**config.mk**
```make
export PLATFORM = sky130hd
export DESIGN_NAME = bidir_xcvr_reg
export DESIGN_NICKNAME = d
export VERILOG_FILES = /design/src/rtl/xcvr_pkg.sv /design/src/rtl/xcvr_rise_det.sv /design/src/rtl/xcvr_lane.sv /design/src/rtl/bidir_xcvr_reg.sv
export SDC_FILE = /design/constraint.sdc
export NUM_CORES = 1
export LEC_CHECK = 0
export BUFFER_PORTS_ARGS = -buffer_cell sky130_fd_sc_hd__buf_2
export CAP_MARGIN = 0
export CORE_ASPECT_RATIO = 0.5
export CORE_MARGIN = 2
export CORE_UTILIZATION = 51
export CTS_CLUSTER_DIAMETER = 80
export CTS_CLUSTER_SIZE = 25
export DETAILED_ROUTE_END_ITERATION = 10
export PLACE_DENSITY = 0.9
export SYNTH_ARGS = -nofsm -noshare
export SYNTH_HDL_FRONTEND = slang
export SYNTH_SLANG_ARGS = --single-unit
```
**constraint.sdc**
```tcl
create_clock -name clk -period 2 [get_ports clk]
set_input_delay 0.2 -clock clk [delete_from_list [all_inputs] [get_ports clk]]
set_output_delay 0.2 -clock clk [all_outputs]
set_load 0.01 [all_outputs]
```
**src/rtl/xcvr_pkg.sv**
```systemverilog
// Package: shared defaults and the per-direction control bundle.
// Assumes: all control fields are sampled by the single core clock.
package xcvr_pkg;
    localparam int DEFAULT_W = 18;
    localparam int NUM_DIR   = 2;    // index 0: A to B, index 1: B to A

    typedef struct packed {
        logic le;        // transparency enable, active high
        logic strobe;    // capture strobe, rising edge active
        logic stb_en_n;  // strobe enable, active low
        logic oe_n;      // output enable, active low
    } dir_ctl_t;
endpackage

```
**src/rtl/xcvr_rise_det.sv**
```systemverilog
// Module: rising-edge detector for a direction strobe, sampled by the core clock.
// Assumes: the strobe is synchronous to clk or already synchronized. The previous
// sample follows the strobe even during reset, so a strobe that is high
// through reset gives no false edge afterwards.
module xcvr_rise_det (
    input  logic clk,
    input  logic sig_in,
    output logic rise
);
    logic prev_q;

    // Purpose: remember the strobe level seen at the previous core clock edge.
    always_ff @(posedge clk) begin
        prev_q <= sig_in;
    end

    // Purpose: flag a low-to-high change between two core clock edges.
    always_comb begin
        rise = sig_in & ~prev_q;
    end
endmodule

```
**src/rtl/xcvr_lane.sv**
```systemverilog
// Module: one direction's storage element. It is a register with a transparent
// bypass. The register reloads every cycle while transparent and captures on a
// qualified strobe rise. The drive enable is the inverse of the output enable.
// Assumes: synchronous active-low reset, single core clock.
module xcvr_lane
    import xcvr_pkg::*;
#(
    parameter int W = DEFAULT_W
) (
    input  logic         clk,
    input  logic         rst_n,
    input  dir_ctl_t     ctl,
    input  logic [W-1:0] din,
    output logic [W-1:0] dout,
    output logic         drv
);
    logic [W-1:0] held_q;
    logic         stb_rise;
    logic         capture;

    xcvr_rise_det u_rise (
        .clk    (clk),
        .sig_in (ctl.strobe),
        .rise   (stb_rise)
    );

    // Purpose: qualify a strobe rise with latch mode and the strobe enable.
    always_comb begin
        capture = ~ctl.le & ~ctl.stb_en_n & stb_rise;
    end

    // Purpose: storage update (track while transparent, else capture on a qualified rise).
    always_ff @(posedge clk) begin
        if (!rst_n) begin
            held_q <= '0;
        end else if (ctl.le || capture) begin
            held_q <= din;
        end
    end

    // Purpose: output mux (transparent bypass or stored value) and drive enable.
    always_comb begin
        dout = ctl.le ? din : held_q;
        drv  = ~ctl.oe_n;
    end
endmodule

```
**src/rtl/bidir_xcvr_reg.sv**
```systemverilog
// Module: top of the bidirectional transceiver register. It holds one storage
// lane per direction, and each lane has its own control bundle.
// Assumes: tri-state drivers sit outside this block and are built from
// a_out/a_drv and b_out/b_drv.
module bidir_xcvr_reg
    import xcvr_pkg::*;
#(
    parameter int DATA_W = DEFAULT_W
) (
    input  logic              clk,
    input  logic              rst_n,
    input  logic [DATA_W-1:0] a_in,
    output logic [DATA_W-1:0] a_out,
    output logic              a_drv,
    input  logic [DATA_W-1:0] b_in,
    output logic [DATA_W-1:0] b_out,
    output logic              b_drv,
    input  logic              ab_oe_n,
    input  logic              ab_le,
    input  logic              ab_strobe,
    input  logic              ab_strobe_en_n,
    input  logic              ba_oe_n,
    input  logic              ba_le,
    input  logic              ba_strobe,
    input  logic              ba_strobe_en_n
);
    dir_ctl_t          ctl  [NUM_DIR];
    logic [DATA_W-1:0] src  [NUM_DIR];
    logic [DATA_W-1:0] dst  [NUM_DIR];
    logic              dvr  [NUM_DIR];

    // Purpose: gather each direction's controls and source data.
    always_comb begin
        ctl[0] = '{le: ab_le, strobe: ab_strobe, stb_en_n: ab_strobe_en_n, oe_n: ab_oe_n};
        ctl[1] = '{le: ba_le, strobe: ba_strobe, stb_en_n: ba_strobe_en_n, oe_n: ba_oe_n};
        src[0] = a_in;
        src[1] = b_in;
    end

    for (genvar d = 0; d < NUM_DIR; d++) begin : g_dir
        xcvr_lane #(.W(DATA_W)) u_lane (
            .clk   (clk),
            .rst_n (rst_n),
            .ctl   (ctl[d]),
            .din   (src[d]),
            .dout  (dst[d]),
            .drv   (dvr[d])
        );
    end

    // Purpose: route lane results to the opposite port.
    always_comb begin
        b_out = dst[0];
        b_drv = dvr[0];
        a_out = dst[1];
        a_drv = dvr[1];
    end
endmodule

```
* Word level (Yosys, flattened, before mapping) *
Cells that the tools add are included.

storage, ports and cells
  input bits = 46
  logic and storage cells = 22
  flip-flop bits (word level) = 38
  output and inout bits = 38

cells by class
  multiplexer cells = 2
  reduce and logical (&&, ||, !) cells = 2
  bitwise logic cells = 14

operator list
  operator           count
  18-bit 2-to-1 mux  2
  1-bit NOT          8
  1-bit bitwise AND  6
  1-bit logical OR   2

* Depth between registers and ports, before layout *
  depth after elaboration = 4
  depth in mapped cells = 5
  depth with buffers taken out = 3

* Hierarchy *
Synthesis repeated with hierarchy kept, for this count alone.

unflattened totals
  cells, all modules = 206
  area, all modules = 2009.4 sq um

by module, submodules not included
  module         cells an instance  sequential area each (sq um)  instances  area each (sq um)
  xcvr_lane      101                360.3                         2          970.9
  xcvr_rise_det  2                  20.0                          2          33.8

* Worst setup path after synthesis *
No wires, ideal clock.

  path kind = input-to-output
  start point = in ba_le
  end point = out a_out[10]
  cell stages on the path = 3
  path buffers = 2
  arrival time = 845 ps
  setup slack = 955 ps
  data required time = 1800 ps
  cell sequence = buf_6 -> buf_4 -> mux2_2

on the way
  longest elaborated chain between the ends = 1

ends and longest elaborated chain
  what                RTL line              source
  start: declaration  bidir_xcvr_reg.sv:23  input logic ba_le,
  18-bit 2-to-1 mux   xcvr_lane.sv:43       dout = ctl.le ? din : held_q;
  end: declaration    bidir_xcvr_reg.sv:13  output logic [DATA_W-1:0] a_out,

No other way between the ends.

* Worst setup path in the final report *
  start point = in ab_le
  end point = out b_out[9]

on the way
  longest elaborated chain between the ends = 1

ends and longest elaborated chain
  what                RTL line              source
  start: declaration  bidir_xcvr_reg.sv:19  input logic ab_le,
  18-bit 2-to-1 mux   xcvr_lane.sv:43
  end: declaration    bidir_xcvr_reg.sv:16  output logic [DATA_W-1:0] b_out,

No other way between the ends.

==> reports/metrics.yaml <==
end_kind: "output port"
rr_worst_depth: 4
n_antenna_cell: 0
grt_max_degree: 45
path_max_fanout: 19
syn_area_sq_um: 1970
avgSynthCellArea_sq_um: 9.65
coreArea_sq_um: 3570
cp.required_ps: 1800
max_stage_delay_ps: 390
path_cells: "buf_2 > mux2_2 > buf_2"
clk_path_buf_depth: 2
rsz0062_at_grt: "no"
fin_crit_ps: 1300
final_area_sq_um: 2460
peakVddDrop_uv: 461
grt_pass1_vias: 1518
place_ws_ps: 696
power.internal_w: 0.00136
path_depth: 3
synthDistinctLibCells: 12
nets: 327
slew_viol_final: 0
p_per_area_nw_per_um2: 749
clkSinkCount: 38
hold_ws_ps: 36.0
cts_resized: 0
crit_buf_inv: 2
grt_antenna_before_repair: 0
crit_family: "buffers and inverters"
cpMaxStageDelayCell: "mux2_2"
cts_setup_buffers: 0
gp_congestion: 0.744
h-tree-depth: 2
initial_core_util_pct: 55.2
syn_nets: 250
timing.fmax_mhz: 771
hold_buffers: 0
worstMarginPinSlew_ps: 480
status: "finished clean"
die_x_um: 91.9
totalNegativeSetupSlack_ps: 0
yosysSeqAreaShare_pct: 38.7
dr.pass1.iters: 4
p_comb_share_pct: 19.3
hpwl_mm: 2.91
routed_wl_mm: 3.93
clk-insertion-delay-late_ps: 290
fp.dieArea_sq_um: 4400
power.switching_w: 0.000477
crit_type: "in -> out"
arrival_ps: 1100
drt-initial-drc-count: 52
ant_nets: 0
leakage_nw: 1.22
p_seq_share_pct: 45.4
path_clk_slew_ps: 80
drc_errors: 0
post_drt_wl_per_cell_um: 11.8
cap_violations: 0
n_fill_cell: 291
setup_viol: 0
rows: 15
die_h_um: 47.9
cpMostUsedCell: "buf_2"
cts_tree: "built"
top_level_ports: 84
cp-start-kind: "primary input"
power_frac_clock_pct: 35.3
cts_buffers: 5
ys_ff_latch: 38
placed_cell_area_sq_um: 2340
syn_inst: 204
netSwitchingFraction_pct: 25.9
vias_per_cell: 4.90
hold_violations: 0
vias: 1633
worst_clock_skew_ps: 7.88
post-route-period-util_pct: 64.9
drive_gt1_share_pct: 46.8
clockRootBuffer: "clkbuf_8"
whs_path_depth: 1
slew_headroom_pct: 68.0
hp-class: "in -> reg"
port_buffers: 83
grtUsageTotal_pct: 17.9
overflow: 0
area_growth_pct: 24.9
setup_slack_ps: 703
post-route-util_pct: 68.9
synth_warnings: 0
grt_pass1_wl_mm: 6.21
## metrics by stage
stage / total power, W / std cells
detailed placement: 0.00121 / 325
global placement: 0.00120 / 325
CTS: 0.00186 / 333
global route: 0.00193 / 333
finish: 0.00184 / 333
floorplan: 0.00109 / 204
## worst paths after layout
check | start | end | slack (ps)
setup / recovery | ab_le | b_out[9] | 700
hold / removal | ab_strobe | g_dir[0].u_lane.u_rise.prev_q$_DFF_P_ | 40
setup reg to reg | g_dir[0].u_lane.u_rise.prev_q$_DFF_P_ | g_dir[0].u_lane.held_q[0]$_SDFFE_PN0P_ | 890
hold reg to reg | g_dir[1].u_lane.held_q[11]$_SDFFE_PN0P_ | g_dir[1].u_lane.held_q[11]$_SDFFE_PN0P_ | 460
## sequential cells by signal, indices dropped and copies added, names as in the netlist
register,flops
g_dir.u_lane.held_q,36
g_dir.u_lane.u_rise.prev_q,2
## placed cells by master (no fill, tap or decap), types with 2 or more instances in the layout
cell type   Yosys  layout
a21oi_2         2       2
buf_2           7      83
buf_4           2       2
clkbuf_8        0       5
clkinvlp_4      0       2
dfxtp_1        38      38
inv_1           2       2
mux2_2         36      36
mux2i_1        36      36
nand2_1        72      72
nor2_1          2       2
## logic make-up after synthesis
logic type             after synthesis  synth area share, %
DFF                                 38                 38.7
AOI/OAI and AO/OA                    2                0.890
muxes                               72                 38.9
and+or+nand+nor                     74                 14.1
buffers and inverters               18                 7.44
## synth_stat cells
library cell  instances  area share [%]
dfxtp_1              38              39
inv_1                 2            0.38
mux2i_1              36              18
a21oi_2               2            0.89
nor2_1                2            0.38
clkbuf_1              1            0.19
buf_6                 4             2.3
nand2_1              72              14
mux2_2               36              21
buf_12                2             2.0
buf_4                 2            0.76
buf_2                 7             1.8
## routing by layer
layer / wire length, um / vias to the layer above / track usage, % / part of all wire, %
met3: 204 / 0 / 4.57 / 5.2
li1: - / 829 / - / -
met5: 0 / - / 0 / 0
met4: 0 / 0 / 5.97 / 0
met2: 2080 / 46 / 37.6 / 53
met1: 1650 / 758 / 18.7 / 42
## power groups by stage
stage	combinational [W]	clock (W)	sequential, W
final	0.000356	0.000650	0.000834
after global routing	0.000390	0.000700	0.000840
after CTS	0.000360	0.000667	0.000835
after detailed placement	0.000358	0	0.000851
after global placement	0.000347	0	0.000848
after floorplan	0.000249	0	0.000843
## area by class of cell
class                   instances  area (sq um)  area share, %
clock buffers                   5          68.8           2.80
clock inverters                 3          45.0           1.83
inverters                       2          7.51          0.305
multi-input cells             148          1060           43.2
flip-flops and latches         38           761           31.0
well taps                      51          63.8           2.60
repair buffers                 86           450           18.3
Power figures use the tool's default switching activity.
